--- src/rtl/pca_pkg.sv ---
package pca_pkg;
  // Strobes passed from the decoder to the datapath
  typedef struct packed {
    logic load;       // accepted issue: capture a new result
    logic wide;       // 64-bit lanes when set
    logic flagUndef;  // issued word is not a defined encoding
  } pcaStrobes_t;

  localparam logic [8:0] OPC_HIGH = 9'b010001010;
  localparam logic [5:0] OPC_MID  = 6'b110100;
endpackage

--- src/rtl/pca_decode.sv ---
module pca_decode
  import pca_pkg::*;
#(
  parameter bit FEATURE_ON = 1'b1
) (
  input  logic        issueValid,
  input  logic [31:0] instrWord,
  output logic [4:0]  accIdx,
  output logic [4:0]  srcIdx,
  output logic [4:0]  cinIdx,
  output logic        laneWide,
  output pcaStrobes_t strobes
);
  logic patternHit;

  always_comb begin
    patternHit = (instrWord[31:23] == OPC_HIGH) && (instrWord[21] == 1'b0) &&
                 (instrWord[15:10] == OPC_MID);
    accIdx   = instrWord[4:0];
    srcIdx   = instrWord[9:5];
    cinIdx   = instrWord[20:16];
    laneWide = instrWord[22];
    strobes.load      = issueValid && patternHit && FEATURE_ON;
    strobes.wide      = instrWord[22];
    strobes.flagUndef = issueValid && !(patternHit && FEATURE_ON);
  end
endmodule

--- src/rtl/pca_pair_adder.sv ---
module pca_pair_adder #(
  parameter int LANE_W = 32
) (
  input  logic [LANE_W-1:0] laneA,
  input  logic [LANE_W-1:0] laneB,
  input  logic              carryIn,
  output logic [LANE_W-1:0] sum,
  output logic              carryOut
);
  logic [LANE_W:0] wideSum;

  assign wideSum  = {1'b0, laneA} + {1'b0, laneB} + {{LANE_W{1'b0}}, carryIn};
  assign sum      = wideSum[LANE_W-1:0];
  assign carryOut = wideSum[LANE_W];
endmodule

--- src/rtl/pca_datapath.sv ---
module pca_datapath
  import pca_pkg::*;
#(
  parameter int VEC_BITS = 256
) (
  input  logic                clk,
  input  logic                rstN,
  input  pcaStrobes_t         strobes,
  input  logic [VEC_BITS-1:0] accVec,
  input  logic [VEC_BITS-1:0] srcVec,
  input  logic [VEC_BITS-1:0] cinVec,
  output logic [VEC_BITS-1:0] resVec,
  output logic                resValid,
  output logic                resUndef
);
  localparam int NCHUNK   = VEC_BITS / 64;
  localparam int NWIDE    = VEC_BITS / 128;
  localparam bit HAS_TAIL = (NCHUNK % 2) != 0;

  logic [VEC_BITS-1:0] narrowRes;
  logic [VEC_BITS-1:0] wideRes;
  logic [VEC_BITS-1:0] nextRes;

  // 32-bit lanes: one pair per 64-bit chunk
  for (genvar k = 0; k < NCHUNK; k++) begin : gNarrow
    logic [31:0] nSum;
    logic        nCo;
    pca_pair_adder #(.LANE_W(32)) uAdd (
      .laneA   (accVec[k*64 +: 32]),
      .laneB   (srcVec[k*64 +: 32]),
      .carryIn (cinVec[k*64 + 32]),
      .sum     (nSum),
      .carryOut(nCo)
    );
    assign narrowRes[k*64 +: 64] = {31'b0, nCo, nSum};
  end

  // 64-bit lanes: one pair per 128-bit chunk
  for (genvar j = 0; j < NWIDE; j++) begin : gWide
    logic [63:0] wSum;
    logic        wCo;
    pca_pair_adder #(.LANE_W(64)) uAdd (
      .laneA   (accVec[j*128 +: 64]),
      .laneB   (srcVec[j*128 +: 64]),
      .carryIn (cinVec[j*128 + 64]),
      .sum     (wSum),
      .carryOut(wCo)
    );
    assign wideRes[j*128 +: 128] = {63'b0, wCo, wSum};
  end

  // leftover chunk belongs to no pair and keeps the accumulator
  if (HAS_TAIL) begin : gTail
    assign wideRes[VEC_BITS-1 -: 64] = accVec[VEC_BITS-1 -: 64];
  end

  assign nextRes = strobes.wide ? wideRes : narrowRes;

  always_ff @(posedge clk) begin
    if (!rstN) begin
      resVec   <= '0;
      resValid <= 1'b0;
      resUndef <= 1'b0;
    end else begin
      if (strobes.load) resVec <= nextRes;
      resValid <= strobes.load;
      resUndef <= strobes.flagUndef;
    end
  end

  assert_narrow_carry_lane_R4: assert property (@(posedge clk) disable iff (!rstN)
    (strobes.load && !strobes.wide) |=> (resVec[63:33] == 31'b0));

  if (NWIDE > 0) begin : gWideChk
    assert_wide_carry_lane_R4: assert property (@(posedge clk) disable iff (!rstN)
      (strobes.load && strobes.wide) |=> (resVec[127:65] == 63'b0));
  end

  assert_hold_on_reject_R9: assert property (@(posedge clk) disable iff (!rstN)
    !strobes.load |=> $stable(resVec));

  assert_valid_follows_R9: assert property (@(posedge clk) disable iff (!rstN)
    strobes.load |=> resValid);

  assert_flags_exclusive_R7: assert property (@(posedge clk) disable iff (!rstN)
    !(resValid && resUndef));
endmodule

--- src/rtl/paired_carry_add.sv ---
module paired_carry_add
  import pca_pkg::*;
#(
  parameter int VEC_BITS   = 256,
  parameter bit FEATURE_ON = 1'b1
) (
  input  logic                clk,
  input  logic                rstN,
  input  logic                issueValid,
  input  logic [31:0]         instrWord,
  input  logic [VEC_BITS-1:0] accVec,
  input  logic [VEC_BITS-1:0] srcVec,
  input  logic [VEC_BITS-1:0] cinVec,
  output logic [4:0]          accIdx,
  output logic [4:0]          srcIdx,
  output logic [4:0]          cinIdx,
  output logic                laneWide,
  output logic [VEC_BITS-1:0] resVec,
  output logic                resValid,
  output logic                resUndef
);
  pcaStrobes_t strobes;

  pca_decode #(.FEATURE_ON(FEATURE_ON)) uDecode (
    .issueValid(issueValid),
    .instrWord (instrWord),
    .accIdx    (accIdx),
    .srcIdx    (srcIdx),
    .cinIdx    (cinIdx),
    .laneWide  (laneWide),
    .strobes   (strobes)
  );

  pca_datapath #(.VEC_BITS(VEC_BITS)) uPath (
    .clk     (clk),
    .rstN    (rstN),
    .strobes (strobes),
    .accVec  (accVec),
    .srcVec  (srcVec),
    .cinVec  (cinVec),
    .resVec  (resVec),
    .resValid(resValid),
    .resUndef(resUndef)
  );
endmodule

--- config.mk ---
export PLATFORM = sky130hd
export DESIGN_NAME = paired_carry_add
export DESIGN_NICKNAME = d
export VERILOG_FILES = /design/src/rtl/pca_pkg.sv /design/src/rtl/pca_decode.sv /design/src/rtl/pca_pair_adder.sv /design/src/rtl/pca_datapath.sv /design/src/rtl/paired_carry_add.sv
export SDC_FILE = /design/constraint.sdc
export NUM_CORES = 1
export LEC_CHECK = 0
export CELL_PAD_IN_SITES_DETAIL_PLACEMENT = 0
export CELL_PAD_IN_SITES_GLOBAL_PLACEMENT = 1
export CORE_AREA = 2 2 424 426
export DETAILED_ROUTE_END_ITERATION = 8
export DIE_AREA = 0 0 426 428
export GPL_TIMING_DRIVEN = 0
export PLACE_DENSITY_LB_ADDON = 0.2
export SLEW_MARGIN = 5
export SYNTH_ARGS = -nofsm -noshare
export SYNTH_HDL_FRONTEND = slang
export SYNTH_HIERARCHICAL = 1
export SYNTH_SLANG_ARGS = --single-unit
--- constraint.sdc ---
create_clock -name clk -period 8.05 [get_ports clk]
set_input_delay 1.61 -clock clk [delete_from_list [all_inputs] [get_ports clk]]
set_output_delay 1.61 -clock clk [all_outputs]
set_load 0.02 [all_outputs]
Word-level counts from Yosys, hierarchy flattened
Cells that the tools add are included.
- flip-flop bits (word level): 258
- input port bits: 803
- word-level logic and storage cells: 24
- eq/ne operators: 2
- bitwise operators: 1
- multiplexer cells: 1
- reductions and logical operators: 5
- add/subtract/negate cells: 12
- operator list (kind ; number):
    2-to-1 mux 225 bit ; 1
    adder 32 x 32 -> 33 bit ; 4
    adder 33 x 1 -> 33 bit ; 4
    adder 64 x 64 -> 65 bit ; 2
    adder 65 x 1 -> 65 bit ; 2
    == test 9 x 8 -> 1 bit, second input constant ; 1
    == test 6 bit, second input constant ; 1
    logical AND 1 bit ; 4
    zero test 1 bit ; 1
    NOT 1 bit ; 1

Depth between registers and ports, before layout
Gate-level depths: netlist of the first run.
- depth in word-level cells: 5
- gate-level depth with buffers: 14
- mapped depth without buffers: 14

Cells and area by module
Netlist of the first run, hierarchy kept.
- modules (own cells, without submodules) (module ; seq. area each (sq um) ; instances ; cells an instance ; area an instance (sq um)):
    pca_datapath ; 3923.8 ; 1 ; 928 ; 8782.2
    pca_pair_adder (uPath.gWide[0].uAdd ...) ; 0.0 ; 2 ; 567 ; 3824.9
    pca_pair_adder (uPath.gNarrow[0].uAdd ...) ; 0.0 ; 4 ; 259 ; 1854.3
    pca_decode ; 0.0 ; 1 ; 25 ; 202.7

Worst setup path after synthesis of the first run
No wires, ideal clock.
- kind: input to register
- start: in accVec[128]
- end: reg uPath.resVec[178]
- cell stages on the path: 14
- required time: 7.980 ns
- buffers on the path: 0
- path slack: 3.596 ns
- arrival time: 4.384 ns
- library setup time: 0.070 ns
- cell sequence: fa_1 -> fa_1 -> a211oi_1 -> o21bai_1 -> a21oi_1 -> o21ai_1 -> a311oi_1 -> o32ai_1 -> nor2_1 -> o41ai_1 -> a21oi_1 -> xnor2_1 -> nand3_1 -> a21boi_1
- cells in the longest elaborated chain, start to end: 3
- ends and longest elaborated chain (element ; RTL line ; source):
    start: declaration ; paired_carry_add.sv:11 ; input logic [VEC_BITS-1:0] accVec,
    adder 64 x 64 -> 65 bit ; pca_pair_adder.sv:12 ; assign wideSum = {1'b0, laneA} + {1'b0, laneB} + {{LANE_W{1'b0}}, carryIn};
    adder 65 x 1 -> 65 bit ; pca_pair_adder.sv:12 ;
    net uPath.gWide[1].wSum[50] ; pca_datapath.sv:40 ; logic [63:0] wSum;
    2-to-1 mux 225 bit ; pca_datapath.sv:57 ; assign nextRes = strobes.wide ? wideRes : narrowRes;
    end signal: assignment ; pca_datapath.sv:65 ; if (strobes.load) resVec <= nextRes;
    end: declaration ; pca_datapath.sv:12 ; output logic [VEC_BITS-1:0] resVec,
The timed path passes the listed nets, and every way through them passes these cells.
A chain may end at the register's enable or synchronous reset.

Final worst setup path of the first run
- start: in accVec[0]
- end: reg uPath.resVec[50]
- cells in the longest elaborated chain, start to end: 3
- ends and longest elaborated chain (element ; RTL line):
    adder 64 x 64 -> 65 bit ; pca_pair_adder.sv:12
    adder 65 x 1 -> 65 bit ; pca_pair_adder.sv:12
    net uPath.gWide[0].wSum[50] ; pca_datapath.sv:40
    2-to-1 mux 225 bit ; pca_datapath.sv:57
The timed path passes the listed nets, and every way through them passes these cells.

==> flow_metrics.env, run 1 <==
export IMPL_grt_overflow=0
export IMPL_via_per_inst=4.198
export IMPL_drv_slew=0
export IMPL_path_class="in2reg"
export IMPL_vias=26030
export IMPL_dieArea_um2=182300
export IMPL_grt_pass1_vias=26200
export IMPL_cellPowerDensity_nw_per_um2=114.7
export IMPL_die_h_um=428
export IMPL_grt_start_max_net_pins=24
export IMPL_hold_class="reg2reg"
export IMPL_min_period_ns=5.856
export IMPL_final_cell_mix="clkdlybuf4s50_1 (619), a21oi_1 (366), ha_1 (250)"
export IMPL_fin_crit_sh_pct=72.75
export IMPL_ys_warn_count=6
export IMPL_drc=0
export IMPL_leakage_nw=13.21
export IMPL_path_cells="clkdlybuf4s50_1 -> fa_1 -> fa_1 -> a211oi_1 -> o21bai_1 -> a21oi_1 -> o21ai_1 -> a311oi_1 -> o32ai_1 -> nor2_1 -> o41ai_1 -> a21oi_1 -> xnor2_1 -> nand3_1 -> a21boi_1"
export IMPL_final_nets=4888
export IMPL_maxCapViolations=0
export IMPL_synth_distinct_cells=83
export IMPL_syn2layout_area_growth_pct=41.74
export IMPL_antenna_found_initial=46
export IMPL_ios=1077
export IMPL_cts_inserted_buffers=17
export IMPL_finalHoldViolCount=0
export IMPL_critPathLaunchType="input port"
export IMPL_hpwlAfterDp_um=126900
export IMPL_rsz0062_at_grt="false"
export IMPL_crit_fanout=3
export IMPL_rows=155
export IMPL_cpMaxStageDelayCell="a311oi_1"
export IMPL_crit_arrival_ns=6.34
export IMPL_routed_wl_um=145800
export IMPL_start_util_pct=13.54
export IMPL_maxSlewHeadroom_pct=32.92
export IMPL_rr_startpoint="uPath/resVec[151]"
export IMPL_gr_usage_all_layers_pct=15.51
export IMPL_synth_seq_cells=196
export IMPL_hold_path_startpoint="uPath/resVec[195]"
export IMPL_final_common_cell="clkdlybuf4s50_1"
export IMPL_grt_pass1_wl_um=201300
export IMPL_crit_family="compound AO/OA/AOI/OAI gates"
export IMPL_place_inst=6159
export IMPL_drt_pass1_iter_count=5
export IMPL_die_w_um=426
export IMPL_finalNonFillerCells=6199
export IMPL_async_reset_ff_share_pct=0
export IMPL_clock_sinks=196
export IMPL_crit_buf_inv=1
export IMPL_insertion_delay_ns=0.55
export IMPL_ctsHoldBuffers=0
export IMPL_vdd_ir_drop_max_uv=103.2
export IMPL_status="finished clean"
export IMPL_clk_pin_slew_ns=0.09
export IMPL_wire_per_inst_um=23.52
export IMPL_initialDrtViolationCount=1698
export IMPL_finalClockSkew_ns=0
export IMPL_cp_required_ns=8.54
export IMPL_drive_above_1_share_pct=6.830
export IMPL_fin_area_um2=34090
export IMPL_placed_area_um2=33440
export IMPL_cts_max_level=4
export IMPL_setup_viol=0
export IMPL_route_antenna_remaining_nets=0
export IMPL_gp_congestion=0.8790
export IMPL_syn_inst=3123
export IMPL_worstSetupEndpointType="flop"
export IMPL_ys_flop_type="dfxtp_1"
export IMPL_cts_tree="yes"
export IMPL_core_um2=177600
export IMPL_clk_path_buf_depth=2
export IMPL_startpoint="accVec[0]"
export IMPL_seq_area_frac_synth_pct=16.31
export IMPL_cp_slowest_stage_delay_ns=0.71
export IMPL_port_buffers=619
export IMPL_fmax_mhz=170.8
export IMPL_cts_resized=0
export IMPL_avgSynthCellArea_um2=7.702
export IMPL_tightest_slew_ns=1.003
export IMPL_fin_setup_tns_ns=0
export IMPL_cts_setup_buffers=0
export IMPL_synth_edf_count=0
export IMPL_clockRootBuffer="clkbuf_16"
export IMPL_synth_area_um2=24050
-- flip-flops by register name, indices dropped and copies added (netlist names) --
register        cells
uPath/resUndef      1
uPath/resValid      1
uPath/resVec      194
-- power breakdown --
| group | switching, mW | internal (mW) |
|---|---|---|
| combinational | 1.11 | 0.809 |
| clock | 0.588 | 0.436 |
| sequential | 0.0000808 | 0.969 |
| total | 1.70 | 2.21 |
-- final cells by class --
| cell class | instances | area, µm² |
|---|---|---|
| repair buffers | 620 | 6207 |
| fillers | 20230 | 143600 |
| multi-input cells | 2689 | 18640 |
| clock inverters | 15 | 202.7 |
| flip-flops and latches | 196 | 3924 |
| inverters | 71 | 266.5 |
| well taps | 2355 | 2947 |
| diodes | 8 | 20.02 |
| clock buffers | 17 | 425.4 |
| plain buffers | 228 | 1456 |
-- through the flow --
step	hold WS [ns]	util, %	total power, mW	worst slack [ns]
global route	0.4871	19.19	4.187	2.007
floorplan	0.5414	-	2.203	3.596
global placement	0.4541	18.81	2.928	1.526
finish	0.4685	19.19	3.910	2.194
detailed placement	0.4580	18.83	2.909	1.549
CTS	0.4707	19.18	4.006	2.153
-- cell families after synthesis --
kind of cell	after synthesis	share of synthesized area, %
buffers and inverters	299	7.163
AOI/OAI and AO/OA	1150	31.10
adders and majority gates	262	14.00
DFF	196	16.31
other	1	0.01559
muxes	72	2.996
and+or+nand+nor	929	20.62
xor gates and xnor gates	214	7.793
-- path summary, 6_finish.rpt --
kind	cells after the start	endpoint	slack [ns]
setup reg to reg	2	uPath/resVec[151]	7.30
hold reg to reg	2	uPath/resVec[195]	0.47
hold / removal	2	uPath/resVec[195]	0.47
setup / recovery	15	uPath/resVec[50]	2.19
-- metal layers --
metal / part of all wire, % / vias to the layer above / GRT usage [%]
li1: - / 12770 / -
met1: 44 / 12410 / 19.61
met2: 48 / 708 / 26.59
met3: 5.8 / 110 / 3.543
met4: 1.7 / 28 / 3.261
met5: 0.13 / - / 0
-- worst min-delay path, cell delays in order (launching register included) --
cell and delay, ns:
dfxtp_1 0.32, nand2b_1 0.06, a21boi_1 0.05
-- synth_stat cells, types with 67 or more instances --
cell type / number / area, µm²
a21boi_1: 134 / 1006
a21o_1: 128 / 960.9
a21oi_1: 366 / 1832
buf_4: 89 / 668.1
clkbuf_1: 74 / 277.8
dfxtp_1: 196 / 3924
ha_1: 250 / 3128
inv_1: 67 / 251.5
mux2i_1: 72 / 720.7
nand2_1: 206 / 773.2
nand2b_1: 132 / 825.8
nand3_1: 116 / 580.6
nor2_1: 147 / 551.8
o21ai_0: 177 / 885.9
xnor2_1: 118 / 1033
xor2_1: 96 / 840.8
Power figures use the tool's default switching activity.
==> run 2: changes to the inputs <==
CORE_AREA = 2 2 419 421   (was 2 2 424 426)
DIE_AREA = 0 0 421 423   (was 0 0 426 428)
clock period = 5.7 ns   (was 8.05 ns; I/O delays follow)
==> flow_metrics.env, run 2 (synthesized netlist as in run 1, its figures left out) <==
export IMPL_status="finished clean"
export IMPL_fin_area_um2=34020
export IMPL_drv_slew=0
export IMPL_via_per_inst=4.221
export IMPL_crit_buf_inv=1
export IMPL_power_switching_mw=2.307
export IMPL_crit_family="compound AO/OA/AOI/OAI gates"
export IMPL_pre_cts_ws_ns=-0.4459
export IMPL_place_inst=6129
export IMPL_p_int_mw=3.130
export IMPL_seqPwrFrac_pct=25.2
export IMPL_drive_above_1_share_pct=6.778
export IMPL_reg2reg_slack_ns=4.93
export IMPL_largest_reg_flops=194
export IMPL_cp_required_ns=6.17
export IMPL_cts_tree="yes"
export IMPL_vias=26060
export IMPL_grt_start_max_net_pins=19
export IMPL_cpMaxStageDelayCell="a311oi_1"
export IMPL_hold_class="reg2reg"
export IMPL_setup_viol=0
export IMPL_clk_pin_slew_ns=0.09
export IMPL_nFillCells=19490
export IMPL_routed_wl_um=146100
export IMPL_cts_max_level=4
export IMPL_antenna_found_initial=47
export IMPL_maxSlewHeadroom_pct=20.28
export IMPL_grt_overflow=0
export IMPL_final_nets=4888
export IMPL_crit_arrival_ns=5.91
export IMPL_utilization_pct=19.64
export IMPL_totalPowerFinal_mw=5.437
export IMPL_start_util_pct=13.88
export IMPL_clk_path_buf_depth=2
export IMPL_finalClockSkew_ns=0
export IMPL_cts_inserted_buffers=17
export IMPL_reg2reg_depth=2
export IMPL_core_um2=173200
export IMPL_ios=1077
export IMPL_rr_startpoint="uPath/resVec[151]"
export IMPL_final_common_cell="clkdlybuf4s50_1"
export IMPL_clock_sinks=196
export IMPL_ctsHoldBuffers=0
export IMPL_path_class="in2reg"
export IMPL_clockRootBuffer="clkbuf_16"
export IMPL_min_path_cells=2
export IMPL_insertion_delay_ns=0.54
export IMPL_hpwlAfterDp_um=127000
export IMPL_gr_usage_all_layers_pct=15.87
export IMPL_gp_congestion=0.8576
export IMPL_fin_crit_sh_pct=95.35
export IMPL_drt_pass1_iter_count=5
export IMPL_worstSetupEndpointType="flop"
export IMPL_p_clk_share_pct=25.2
export IMPL_crit_fanout=3
export IMPL_rsz0062_at_grt="false"
export IMPL_wire_per_inst_um=23.68
export IMPL_die_w_um=421
export IMPL_switching_share_pct=42.42
export IMPL_hold_path_startpoint="uPath/resVec[196]"
export IMPL_cts_setup_buffers=0
export IMPL_fmax_mhz=184.0
export IMPL_p_comb_share_pct=49.6
export IMPL_port_buffers=619
export IMPL_largest_register="uPath/resVec"
export IMPL_top_regs="uPath/resVec: 194 flops, uPath/resUndef: 1 flops, uPath/resValid: 1 flops"
export IMPL_cts_resized=0
export IMPL_rows=153
export IMPL_cellPowerDensity_nw_per_um2=159.8
export IMPL_min_period_ns=5.435
export IMPL_grt_pass1_vias=26350
export IMPL_maxCapViolations=0
export IMPL_fin_setup_tns_ns=0
export IMPL_tightest_slew_ns=1.192
export IMPL_final_cell_mix="clkdlybuf4s50_1 (619), a21oi_1 (366), ha_1 (250)"
export IMPL_finalNonFillerCells=6173
export IMPL_finalHoldViolCount=0
export IMPL_dieArea_um2=178100
export IMPL_drc=0
export IMPL_placed_area_um2=33410
export IMPL_vdd_ir_drop_max_uv=143.9
export IMPL_cp_slowest_stage_delay_ns=0.80
export IMPL_initialDrtViolationCount=1486
export IMPL_critPathLaunchType="input port"
export IMPL_path_cells="clkdlybuf4s50_1 -> fa_1 -> fa_1 -> a211oi_1 -> o21bai_1 -> a21oi_1 -> o21ai_1 -> a311oi_1 -> o32ai_1 -> nor2_1 -> o41ai_1 -> a21oi_1 -> xnor2_1 -> nand3_1 -> a21boi_1"
export IMPL_route_antenna_remaining_nets=0
export IMPL_leakage_nw=13.19
export IMPL_min_to="uPath/resVec[196]"
export IMPL_syn2layout_area_growth_pct=41.43
export IMPL_die_h_um=423
export IMPL_fin_ws_ns=0.2653
export IMPL_hold_slack_ns=0.4678
export IMPL_grt_pass1_wl_um=203000
export IMPL_reg2reg_to="uPath/resVec[151]"
==> run 2: worst max path at each step <==
stage	slack [ns]	depth (start not counted)	start	end
5_1_grt	0.05	15	accVec[0]	uPath/resVec[50]
6_report	0.27	15	accVec[0]	uPath/resVec[50]
4_1_cts	0.13	15	accVec[0]	uPath/resVec[50]
2_1_floorplan	1.72	14	accVec[0]	uPath/resVec[50]
3_3_place_gp	-0.45	15	accVec[0]	uPath/resVec[50]
3_5_place_dp	-0.45	15	accVec[0]	uPath/resVec[50]
==> run 2: final cells by class <==
type | instances | area [µm²] | share of cell area, %
Timing Repair Buffer | 620 | 6207 | 18.25
Antenna cell | 12 | 30.03 | 0.08827
Clock buffer | 19 | 432.9 | 1.273
Clock inverter | 13 | 148.9 | 0.4377
Buffer | 228 | 1456 | 4.281
Inverter | 71 | 266.5 | 0.7834
Tap cell | 2325 | 2909 | 8.552
Multi-Input combinational cell | 2689 | 18640 | 54.80
Sequential cell | 196 | 3924 | 11.53
==> run 2: layer usage <==
layer  track usage, %  wire length (µm)
met1            19.64             63310
met5                0               177
met3            4.037              9181
met4            3.969              3426
met2            27.24             70060
==> run 2: tightest hold or removal path: cells and delay by family, from the launching register on <==
family	cells	cell delay (ns)
and+or+nand+nor	1	0.06
AOI/OAI and AO/OA	1	0.05
DFF	1	0.31
==> run 2: power groups by stage <==
stage / Sequential, mW / Combinational, mW / Clock (mW)
4_1_cts: 1.37 / 2.71 / 1.47
5_1_grt: 1.37 / 2.96 / 1.50
3_3_place_gp: 1.40 / 2.72 / 0
2_1_floorplan: 1.40 / 1.71 / 0
6_report: 1.37 / 2.70 / 1.37
3_5_place_dp: 1.40 / 2.69 / 0
